==> src/rtl/ramp_shift_pkg.sv <==
package ramp_shift_pkg;

  // Resolution modes; the encoding is fixed by the external select pins.
  typedef enum logic [1:0] {
    MODE_LOW  = 2'b00,
    MODE_OFF  = 2'b01,
    MODE_MID  = 2'b10,
    MODE_FULL = 2'b11
  } ramp_mode_e;

  localparam int unsigned DEF_CODE_W = 4;
  localparam int unsigned DEF_SAR_W  = 2;

endpackage

==> src/rtl/ramp_rst_sync.sv <==
module ramp_rst_sync #(
  parameter int unsigned STAGES = 2
) (
  input  logic clk,
  input  logic rst_n,
  output logic rst_n_sync
);

  logic [STAGES-1:0] sync_q;
  logic [STAGES-1:0] sync_d;

  always_comb begin
    sync_d = {sync_q[STAGES-2:0], 1'b1};
  end

  always_ff @(posedge clk or negedge rst_n) begin
    if (!rst_n) begin
      sync_q <= '0;
    end else begin
      sync_q <= sync_d;
    end
  end

  assign rst_n_sync = sync_q[STAGES-1];

endmodule

==> src/rtl/ramp_counter.sv <==
module ramp_counter #(
  parameter int unsigned CODE_W = 4
) (
  input  logic              clk,
  input  logic              rst_n,
  input  logic              ramp_en_n,
  output logic [CODE_W-1:0] code
);

  localparam logic [CODE_W-1:0] CODE_MAX  = {CODE_W{1'b1}};
  localparam logic [CODE_W-1:0] CODE_ZERO = '0;

  logic [CODE_W-1:0] cnt_q;
  logic [CODE_W-1:0] cnt_d;
  logic              cnt_en;

  // next state: clear outside the window, climb inside, stop at the top
  always_comb begin
    cnt_d = cnt_q;
    if (ramp_en_n) begin
      cnt_d = CODE_ZERO;
    end else if (cnt_q != CODE_MAX) begin
      cnt_d = cnt_q + 1'b1;
    end
  end

  // explicit clock enable: update only when the value has to move
  always_comb begin
    if (ramp_en_n) begin
      cnt_en = (cnt_q != CODE_ZERO);
    end else begin
      cnt_en = (cnt_q != CODE_MAX);
    end
  end

  always_ff @(posedge clk or negedge rst_n) begin
    if (!rst_n) begin
      cnt_q <= CODE_ZERO;
    end else if (cnt_en) begin
      cnt_q <= cnt_d;
    end
  end

  assign code = cnt_q;


  idle_clear_chk: assert property (@(posedge clk) disable iff (!rst_n)
    ramp_en_n |=> (code == CODE_ZERO));


  step_up_chk: assert property (@(posedge clk) disable iff (!rst_n)
    (!ramp_en_n && code != CODE_MAX) |=> (code == CODE_W'($past(code) + 1'b1)));


  top_hold_chk: assert property (@(posedge clk) disable iff (!rst_n)
    (!ramp_en_n && code == CODE_MAX) |=> (code == CODE_MAX));

endmodule

==> src/rtl/ramp_mode_decode.sv <==
module ramp_mode_decode
  import ramp_shift_pkg::*;
#(
  parameter int unsigned SAR_W = 2,
  localparam int unsigned SH_W = $clog2(SAR_W + 1)
) (
  input  ramp_mode_e       mode,
  output logic [SH_W-1:0]  shift_amt,
  output logic             active
);

  // shift = number of grounded bottom lines below the ramp code
  always_comb begin
    shift_amt = '0;
    active    = 1'b1;
    unique case (mode)
      MODE_LOW:  shift_amt = SH_W'(SAR_W);
      MODE_MID:  shift_amt = SH_W'(SAR_W - 1);
      MODE_FULL: shift_amt = '0;
      default:   active    = 1'b0;
    endcase
  end

endmodule

==> src/rtl/ramp_lane_mux.sv <==
module ramp_lane_mux
  import ramp_shift_pkg::*;
#(
  parameter int unsigned CODE_W = 4,
  parameter int unsigned SAR_W  = 2,
  localparam int unsigned FIELD_W = CODE_W + SAR_W,
  localparam int unsigned SH_W    = $clog2(SAR_W + 1)
) (
  input  logic               clk,
  input  logic               rst_n,
  input  ramp_mode_e         mode,
  input  logic [CODE_W-1:0]  code,
  input  logic [SAR_W-1:0]   sar,
  input  logic [SH_W-1:0]    shift_amt,
  input  logic               active,
  output logic [FIELD_W-1:0] q
);

  logic [FIELD_W-1:0] shifted;
  logic [FIELD_W-1:0] lane;

  assign shifted = {{SAR_W{1'b0}}, code} << shift_amt;

  for (genvar i = 0; i < FIELD_W; i++) begin : g_lane
    if (i >= CODE_W) begin : g_upper
      // an upper line carries a coarse bit once the code has slid below it
      assign lane[i] = ((int'(shift_amt) + CODE_W) <= i) ? sar[i-CODE_W] : shifted[i];
    end else begin : g_lower
      assign lane[i] = shifted[i];
    end
  end

  assign q = lane & {FIELD_W{active}};


  off_quiet_chk: assert property (@(posedge clk) disable iff (!rst_n)
    (mode == MODE_OFF) |-> (q == '0));


  low_place_chk: assert property (@(posedge clk) disable iff (!rst_n)
    (mode == MODE_LOW) |-> (q == {code, {SAR_W{1'b0}}}));


  mid_place_chk: assert property (@(posedge clk) disable iff (!rst_n)
    (mode == MODE_MID) |-> (q == {sar[SAR_W-1:1], code, 1'b0}));


  full_place_chk: assert property (@(posedge clk) disable iff (!rst_n)
    (mode == MODE_FULL) |-> (q == {sar, code}));

endmodule

==> src/rtl/ramp_shift_gen.sv <==
module ramp_shift_gen
  import ramp_shift_pkg::*;
#(
  parameter int unsigned CODE_W = DEF_CODE_W,
  parameter int unsigned SAR_W  = DEF_SAR_W,
  localparam int unsigned FIELD_W = CODE_W + SAR_W,
  localparam int unsigned SH_W    = $clog2(SAR_W + 1)
) (
  input  logic               clk,
  input  logic               rst_n,
  input  logic               ramp_en_n,
  input  logic [1:0]         mode,
  input  logic               sar_s1,
  input  logic               sar_s0,
  output logic [FIELD_W-1:0] q,
  output logic [CODE_W-1:0]  ramp_code
);

  logic             rst_n_int;
  logic [SH_W-1:0]  shift_amt;
  logic             active;
  ramp_mode_e       mode_e;
  logic [SAR_W-1:0] sar_bits;

  assign mode_e   = ramp_mode_e'(mode);
  assign sar_bits = {sar_s1, sar_s0};

  ramp_rst_sync #(.STAGES(2)) i_rst_sync (
    .clk        (clk),
    .rst_n      (rst_n),
    .rst_n_sync (rst_n_int)
  );

  ramp_counter #(.CODE_W(CODE_W)) i_counter (
    .clk       (clk),
    .rst_n     (rst_n_int),
    .ramp_en_n (ramp_en_n),
    .code      (ramp_code)
  );

  ramp_mode_decode #(.SAR_W(SAR_W)) i_decode (
    .mode      (mode_e),
    .shift_amt (shift_amt),
    .active    (active)
  );

  ramp_lane_mux #(.CODE_W(CODE_W), .SAR_W(SAR_W)) i_lane_mux (
    .clk       (clk),
    .rst_n     (rst_n_int),
    .mode      (mode_e),
    .code      (ramp_code),
    .sar       (sar_bits),
    .shift_amt (shift_amt),
    .active    (active),
    .q         (q)
  );


  reset_zero_chk: assert property (@(posedge clk) !rst_n_int |-> (ramp_code == '0));

endmodule

==> config.mk <==
export PLATFORM = sky130hd
export DESIGN_NAME = ramp_shift_gen
export DESIGN_NICKNAME = d
export VERILOG_FILES = /design/src/rtl/ramp_shift_pkg.sv /design/src/rtl/ramp_rst_sync.sv /design/src/rtl/ramp_counter.sv /design/src/rtl/ramp_mode_decode.sv /design/src/rtl/ramp_lane_mux.sv /design/src/rtl/ramp_shift_gen.sv
export SDC_FILE = /design/constraint.sdc
export NUM_CORES = 1
export LEC_CHECK = 0
export BUFFER_PORTS_ARGS = -buffer_cell sky130_fd_sc_hd__buf_4
export CAP_MARGIN = 20
export CELL_PAD_IN_SITES_DETAIL_PLACEMENT = 1
export CELL_PAD_IN_SITES_GLOBAL_PLACEMENT = 1
export CORE_MARGIN = 4
export CORE_UTILIZATION = 30
export DETAILED_ROUTE_END_ITERATION = 8
export PLACE_DENSITY_LB_ADDON = 0.3
export SETUP_SLACK_MARGIN = 0.4
export SLEW_MARGIN = 20
export SYNTH_ARGS = -nofsm -noshare
export SYNTH_HDL_FRONTEND = slang
export SYNTH_HIERARCHICAL = 1
export SYNTH_SLANG_ARGS = --single-unit
==> constraint.sdc <==
create_clock -name clk -period 1.65 [get_ports clk]
set_clock_uncertainty 0.05 [all_clocks]
set_input_delay 0.165 -clock clk [delete_from_list [all_inputs] [get_ports clk]]
set_output_delay 0.165 -clock clk [all_outputs]
set_load 0.02 [all_outputs]
* Word level (Yosys, flattened, before mapping) *
Cells that the tools add are included.
W data, S select, Z words.

word-level totals
  register bits after elaboration = 6
  input bits = 7
  output and inout bits = 10
  word-level logic and storage cells = 23

operators by class
  add/sub/neg operators = 2
  magnitude comparators = 2
  equality and inequality tests = 3
  shift-type cells = 1
  muxes and demuxes = 7
  bitwise gates (word level) = 1
  reduce and logical (&&, ||, !) cells = 5

operators by type and width
  operator               count
  $le A32 B3 Y1 const B  2
  $mux W4                2
  $and A6 B6 Y6          1
  $shl A4 B2 Y6          1
  $add A2 B3 Y4 const B  1
  $add A4 B1 Y4 const B  1
  $eq A2 B2 Y1 const B   2
  $mux W1                4
  $ne A4 B4 Y1 const B   1
  $pmux W2 S2            1
  $reduce_bool A4 Y1     1
  $reduce_or A3 Y1       1
  $logic_not A2 Y1       1
  $reduce_and A2 Y1      1
  $reduce_bool A2 Y1     1

* Logic depth before layout (Yosys ltp) *
Gate-level depths: netlist of the first run.

  depth in word-level cells = 6
  gate-level depth with buffers = 5
  mapped depth without buffers = 5

* Hierarchy *
The synthesis of the first run kept the hierarchy.

by module, submodules not included
  module            times used  cells an instance  area each (sq um)
  ramp_counter      1           23                 225.2
  ramp_lane_mux     1           16                 133.9
  ramp_rst_sync     1           3                  53.8
  ramp_mode_decode  1           3                  18.8

* Least setup slack after synthesis of the first run *
No wires, ideal clock.

  path kind = register to output
  start point = reg i_counter.cnt_q[1], in the netlist i_counter/code[1]
  end point = out q[2]
  arrival time = 1.233 ns
  path slack = 0.202 ns
  cell stages (with the launch flop) = 3
  buffers on the path = 0
  path through = dfrtp_1 inv_1 o32ai_1

between the ends
  word-level cells in the longest chain between the ends = 2

RTL lines
  what                      line                  source
  start: declaration        ramp_counter.sv:13    logic [CODE_W-1:0] cnt_q;
  start signal: assignment  ramp_counter.sv:40    cnt_q <= cnt_d;
  $shl A4 B2 Y6             ramp_lane_mux.sv:22   assign shifted = {{SAR_W{1'b0}}, code} << shift_amt;
  $and A6 B6 Y6             ramp_lane_mux.sv:33   assign q = lane & {FIELD_W{active}};
  end: declaration          ramp_shift_gen.sv:15  output logic [FIELD_W-1:0] q,

No other way between the ends.

* Worst setup path after layout of the first run *
  start point = reg i_counter.cnt_q[0], in the netlist i_counter/code[0]
  end point = out q[2]

Same word-level chain as after synthesis.

==> flow_summary.ini, run 1 <==
[logic_synthesis]
ys_types = 25
synth-seq-cells = 6
synth-seq-area-share_pct = 34.8
ys_warn_count = 6
async_flop_share_pct = 100
netlist.area_leader.share_pct = 34.8
avgSynthCellArea_um2 = 9.59
synth.most_common_cell = dfrtp_1
synth_flop_cell = dfrtp_1
synthTopCellsByArea = dfrtp_1 35%, mux2i_1 12%, ha_1 5.8%
syn_nets = 54
synth_top_area_cell = dfrtp_1
synth_commonest_cells = 6 x dfrtp_1, 5 x mux2i_1, 4 x inv_1, 4 x nor2_1
syn_inst = 45
syn_area_um2 = 432
synth_edf_count = 0

[place]
gp_congestion = 0.723
port_buffers = 16
hpwlAfterDp_um = 881
dpl_cell_area_um2 = 608

[floorplan]
die_w_um = 45.9
fp-row-count = 13
ios = 17
core_mm2 = 0.00133
dieArea_mm2 = 0.00211
initial_core_util_pct = 32.4
die_h_um = 45.9

[route]
first_pass_iters = 2
drtAntennaViolNets = 0
wl_per_cell_um = 15.3
via_per_inst = 5.16
post-route-drc-count = 0
routed_wl_um = 1410
first_iter_violations = 5
via_count = 475

[setup_path]
r2r_slack_ps = 260
startpoint_type = flop
worstPathMaxFanout = 7
cpPeakStageDelay_ps = 470
arrival_ps = 1180
cp.required_ps = 1430
worstSetupEndpointType = primary output
critPathSlowestCell = dfrtp_2
path_class = reg -> out
path_cells = mux2i_4, o32ai_2, buf_4

[timing]
period_share_pct = 84.5
period_needed_ps = 1390
finalMaxSlewViolations = 0
rsz0062_at_grt = true
finalHoldViolCount = 0
max_freq_mhz = 717
setup_violations = 0
setup_tns_ps = 0

[global_routing]
grt_remaining_overflow = 0
first_global_vias = 511
grt_pass1_wl_um = 2300
grt_max_degree = 9
track_usage_pct = 15.9
antenna_found_initial = 0

[pwr]
power_density_mw_per_mm2 = 1140
leakagePower_nw = 0.343
ir_drop_uv = 926

[cts]
cts_tree = built
htree_levels = 1
numClockSinks = 6
clock_path_buffers = 2
cts-root-buf = clkbuf_4
path_clk_slew_ps = 50
insertion_delay_ps = 260
numCtsBuffers = 3

[layout]
antenna_cells = 0
area_delta_synth_final_pct = 82.9
fillerInstances = 151
fin_nets = 87
final_area_um2 = 790
drive_above_1_share_pct = 68.8

[status]
status = finished clean

[min_path]
hp-class = in -> reg

[job]
max-cap-violations = 0
[metal layers]
metal  GRT usage (%)  up-vias  share of wire, %
li1                -      230                 -
met1            16.7      220                39
met5               0        -                 0
met3            3.56        5               8.2
met2            27.5       20                49
met4            10.8        0               3.6
[sequential cells by signal (all words and copies together), names as in the netlist]
name	count
i_rst_sync/sync_q	2
i_counter/code	4
[report_power, final]
| part | internal [mW] | switching (mW) |
|---|---|---|
| Clock | 0.0923 | 0.0642 |
| Combinational | 0.257 | 0.254 |
| Sequential | 0.180 | 0.0547 |
[worst paths after layout]
| kind | start | end | depth (start not counted) |
|---|---|---|---|
| max | i_counter/code[0] | q[2] | 3 |
| min | ramp_en_n | i_counter/code[2] | 2 |
| max reg2reg | i_counter/code[0] | i_counter/code[0] | 6 |
| min reg2reg | i_rst_sync/sync_q[0] | i_rst_sync/sync_q[1] | 0 |
| max in group asynchronous | i_rst_sync/sync_q[1] | i_counter/code[2] | 1 |
| min in group asynchronous | rst_n | i_rst_sync/sync_q[1] | 2 |
[critical path: cells and delay by family, from the launching register on]
| family | cells | cell delay (ps) |
|---|---|---|
| buffers and inverters | 1 | 170 |
| multiplexers | 1 | 180 |
| AO/OA/AOI/OAI | 1 | 100 |
| flip-flops | 1 | 470 |
[repair_timing]
action | in CTS | in global routing
setup buffers | 7 | 2
hold endpoints to repair | 5 | 0
pin swaps | 4 | 3
setup endpoints to repair | 8 | 12
gates resized for setup | 10 | 3
hold buffers | 3 | 0
[kinds of logic (layout without fill, tap and decap cells)]
family          count (synthesis)  after routing  share of synthesized area (%)
fa+ha+maj                       2              2                           5.80
other cells                     1              1                          0.869
flops                           6              6                           34.8
buf+inv                         5             37                           6.09
mux                             5              5                           11.6
simple gates                   17             17                           25.5
compound gates                  9              9                           15.4
[placed cells by master (no fill, tap or decap)]
master	n
a21oi_2	1
a22o_1	1
a31oi_1	1
a32o_2	1
and4bb_2	1
buf_4	23
buf_6	3
clkbuf_1	1
clkbuf_4	3
conb_1	1
dfrtp_1	2
dfrtp_2	4
dlygate4sd3_1	3
ha_2	1
ha_4	1
inv_1	2
inv_2	2
mux2i_1	2
mux2i_2	1
mux2i_4	2
nand2_1	1
nand2_2	1
nand2b_1	2
nand3_2	2
nand4bb_1	1
nor2_1	4
nor2b_2	1
nor3_1	2
nor3b_2	2
o21ai_0	1
o21ai_2	1
o22ai_2	2
o32ai_2	1
[metrics by stage]
stage / hold slack [ps] / worst slack [ps] / util [%] / cells / total power [mW]
CTS: 64.0 / 253 / 57.0 / 90 / 0.875
global route: 71.9 / 207 / 59.2 / 92 / 0.964
global placement: -102 / 296 / 45.6 / 76 / 0.601
floorplan: -181 / 403 / - / 45 / 0.465
detailed placement: -102 / 246 / 45.6 / 76 / 0.611
finish: 73.0 / 256 / 59.2 / 92 / 0.903
[area by class of cell]
type | instances | area (um^2) | share of cell area (%)
Inverter | 4 | 15.0 | 1.90
Multi-Input combinational cell | 34 | 338 | 42.8
Sequential cell | 6 | 155 | 19.7
Clock buffer | 4 | 26.3 | 3.33
Timing Repair Buffer | 29 | 236 | 30.0
Tap cell | 15 | 18.8 | 2.38
(Power assumes the default switching activity.)
==> run 2, diff against run 1 <==
--- a/config.mk
+++ b/config.mk
@@ -10,7 +10,7 @@
 export CELL_PAD_IN_SITES_DETAIL_PLACEMENT = 1
 export CELL_PAD_IN_SITES_GLOBAL_PLACEMENT = 1
 export CORE_MARGIN = 4
-export CORE_UTILIZATION = 30
+export CORE_UTILIZATION = 29
 export DETAILED_ROUTE_END_ITERATION = 8
 export PLACE_DENSITY_LB_ADDON = 0.3
 export SETUP_SLACK_MARGIN = 0.4
==> constraint.sdc (replaced) <==
create_clock -name clk -period 1.2 [get_ports clk]
set_clock_uncertainty 0.05 [all_clocks]
set_input_delay 0.12 -clock clk [delete_from_list [all_inputs] [get_ports clk]]
set_output_delay 0.12 -clock clk [all_outputs]
set_load 0.02 [all_outputs]
==> run 2 against run 1 <==
Against the previous run:
- the run now ends with negative setup slack left
- critical path depth is the same
- sequential power grew 43%
- via count is 2.1% higher
- flip-flop and latch count is the same
- sequential share of layout area decreased by 1.5 points
- critical path type unchanged
- critical endpoint unchanged
- largest cell class unchanged
- highest routed layer unchanged
==> flow_summary.ini, run 2 (synthesis results as in run 1) <==
[floorplan]
fp-row-count = 13
core_mm2 = 0.00135
dieArea_mm2 = 0.00217
die_w_um = 46.6
initial_core_util_pct = 32.0
die_h_um = 46.6
ios = 17

[pwr]
combinationalPowerShare_pct = 60.5
leakagePower_nw = 0.372
switchingPower_mw = 0.545
seqPwrFrac_pct = 24.2
internal-power_mw = 0.843
power_density_mw_per_mm2 = 1620
ir_drop_uv = 831
switching_share_pct = 39.3
pwr-share-clk_pct = 15.3

[global_routing]
track_usage_pct = 15.8
grt_max_degree = 8
first_global_vias = 501
antenna_found_initial = 0
grt_pass1_wl_um = 2390
grt_remaining_overflow = 0

[route]
wl_per_cell_um = 15.4
routed_wl_um = 1460
via_count = 485
post-route-drc-count = 0
first_pass_iters = 4
first_iter_violations = 2
drtAntennaViolNets = 0
via_per_inst = 5.11

[setup_path]
critPathSlowestCell = dfrtp_2
worstPathMaxFanout = 6
r2r_slack_ps = -130
worstSetupEndpointType = primary output
cpPeakStageDelay_ps = 460
cp_top_family = flip-flops
path_class = reg -> out
arrival_ps = 1160
startpoint_type = flop
cp.required_ps = 1030
path_cells = mux2i_4, o32ai_2, buf_4
path_buf_inv = 1

[place]
port_buffers = 16
hpwlAfterDp_um = 1030
dpl_cell_area_um2 = 673
gp_congestion = 0.724

[cts]
insertion_delay_ps = 250
path_clk_slew_ps = 50
numCtsBuffers = 3
cts_tree = built
numClockSinks = 6
cts-root-buf = clkbuf_4
htree_levels = 1
clock_path_buffers = 2

[timing]
setup_tns_ps = -1210
finalMaxSlewViolations = 0
timing.final.ws_setup_ps = -134
period_needed_ps = 1330
period_share_pct = 111
finalHoldViolCount = 0
rsz0062_at_grt = true
setup_violations = 11
whs_ps = 4.51
max_freq_mhz = 750

[layout]
area_delta_synth_final_pct = 98.3
antenna_cells = 0
drive_above_1_share_pct = 76.3
final_cell_mix = 18 x buf_4, 13 x buf_6, 4 x dfrtp_2
final_common_cell = buf_4
final_area_um2 = 856
fillerInstances = 152
fin_nets = 90
largest_register_ffs = 4

[job]
max-cap-violations = 0

[status]
status = finished, violations left
failed_checks = negative setup slack

[min_path]
hp-class = reg -> async
## run 2: final timing paths
path                                      start              endpoint  cells past startpoint
setup / recovery              i_counter/code[0]                  q[2]                      3
hold / removal             i_rst_sync/sync_q[1]     i_counter/code[1]                      0
setup reg to reg              i_counter/code[1]     i_counter/code[1]                      6
hold reg to reg            i_rst_sync/sync_q[1]     i_counter/code[1]                      0
max in group asynchronous                 rst_n  i_rst_sync/sync_q[0]                      2
min in group clk                      ramp_en_n     i_counter/code[2]                      2
## run 2: timing repair
item                                   CTS  global route
resized for setup                       20             3
pin swaps                                4             2
gates cloned                             0             0
setup endpoints to repair               14            14
hold buffers                             1             0
endpoints found under the hold margin    2             0
setup buffers                            6             1
## run 2: power by group through the flow
stage	combinational (mW)	sequential (mW)	clock, mW
6_report	0.839	0.336	0.212
5_1_grt	0.899	0.346	0.241
4_1_cts	0.819	0.334	0.215
3_5_place_dp	0.590	0.342	0
3_3_place_gp	0.574	0.340	0
2_1_floorplan	0.270	0.380	0
## run 2: area by class of cell
cell class              count  area [um^2]  area share (%)
multi-input cells          34          349            40.8
repair buffers             32          292            34.1
flip-flops and latches      6          155            18.1
clock buffers               4         26.3            3.07
well taps                  15         18.8            2.19
inverters                   4         15.0            1.75
## run 2: through the flow
stage	worst slack, ps	total power, mW	utilization, %	std cells
floorplan	-32.8	0.650	-	45
global placement	-41.2	0.914	49.9	83
detailed placement	-87.1	0.932	49.9	83
CTS	-133	1.37	62.0	94
global route	-208	1.49	63.4	95
finish	-134	1.39	63.4	95
## run 2: layer usage
| layer | vias up | global-route usage (%) | share of wire, % |
|---|---|---|---|
| met5 | - | 0 | 0 |
| met4 | 0 | 5.11 | 0.82 |
| met3 | 2 | 2.73 | 6.0 |
| met2 | 15 | 26.4 | 50 |
| met1 | 235 | 20.3 | 43 |
| li1 | 233 | - | - |
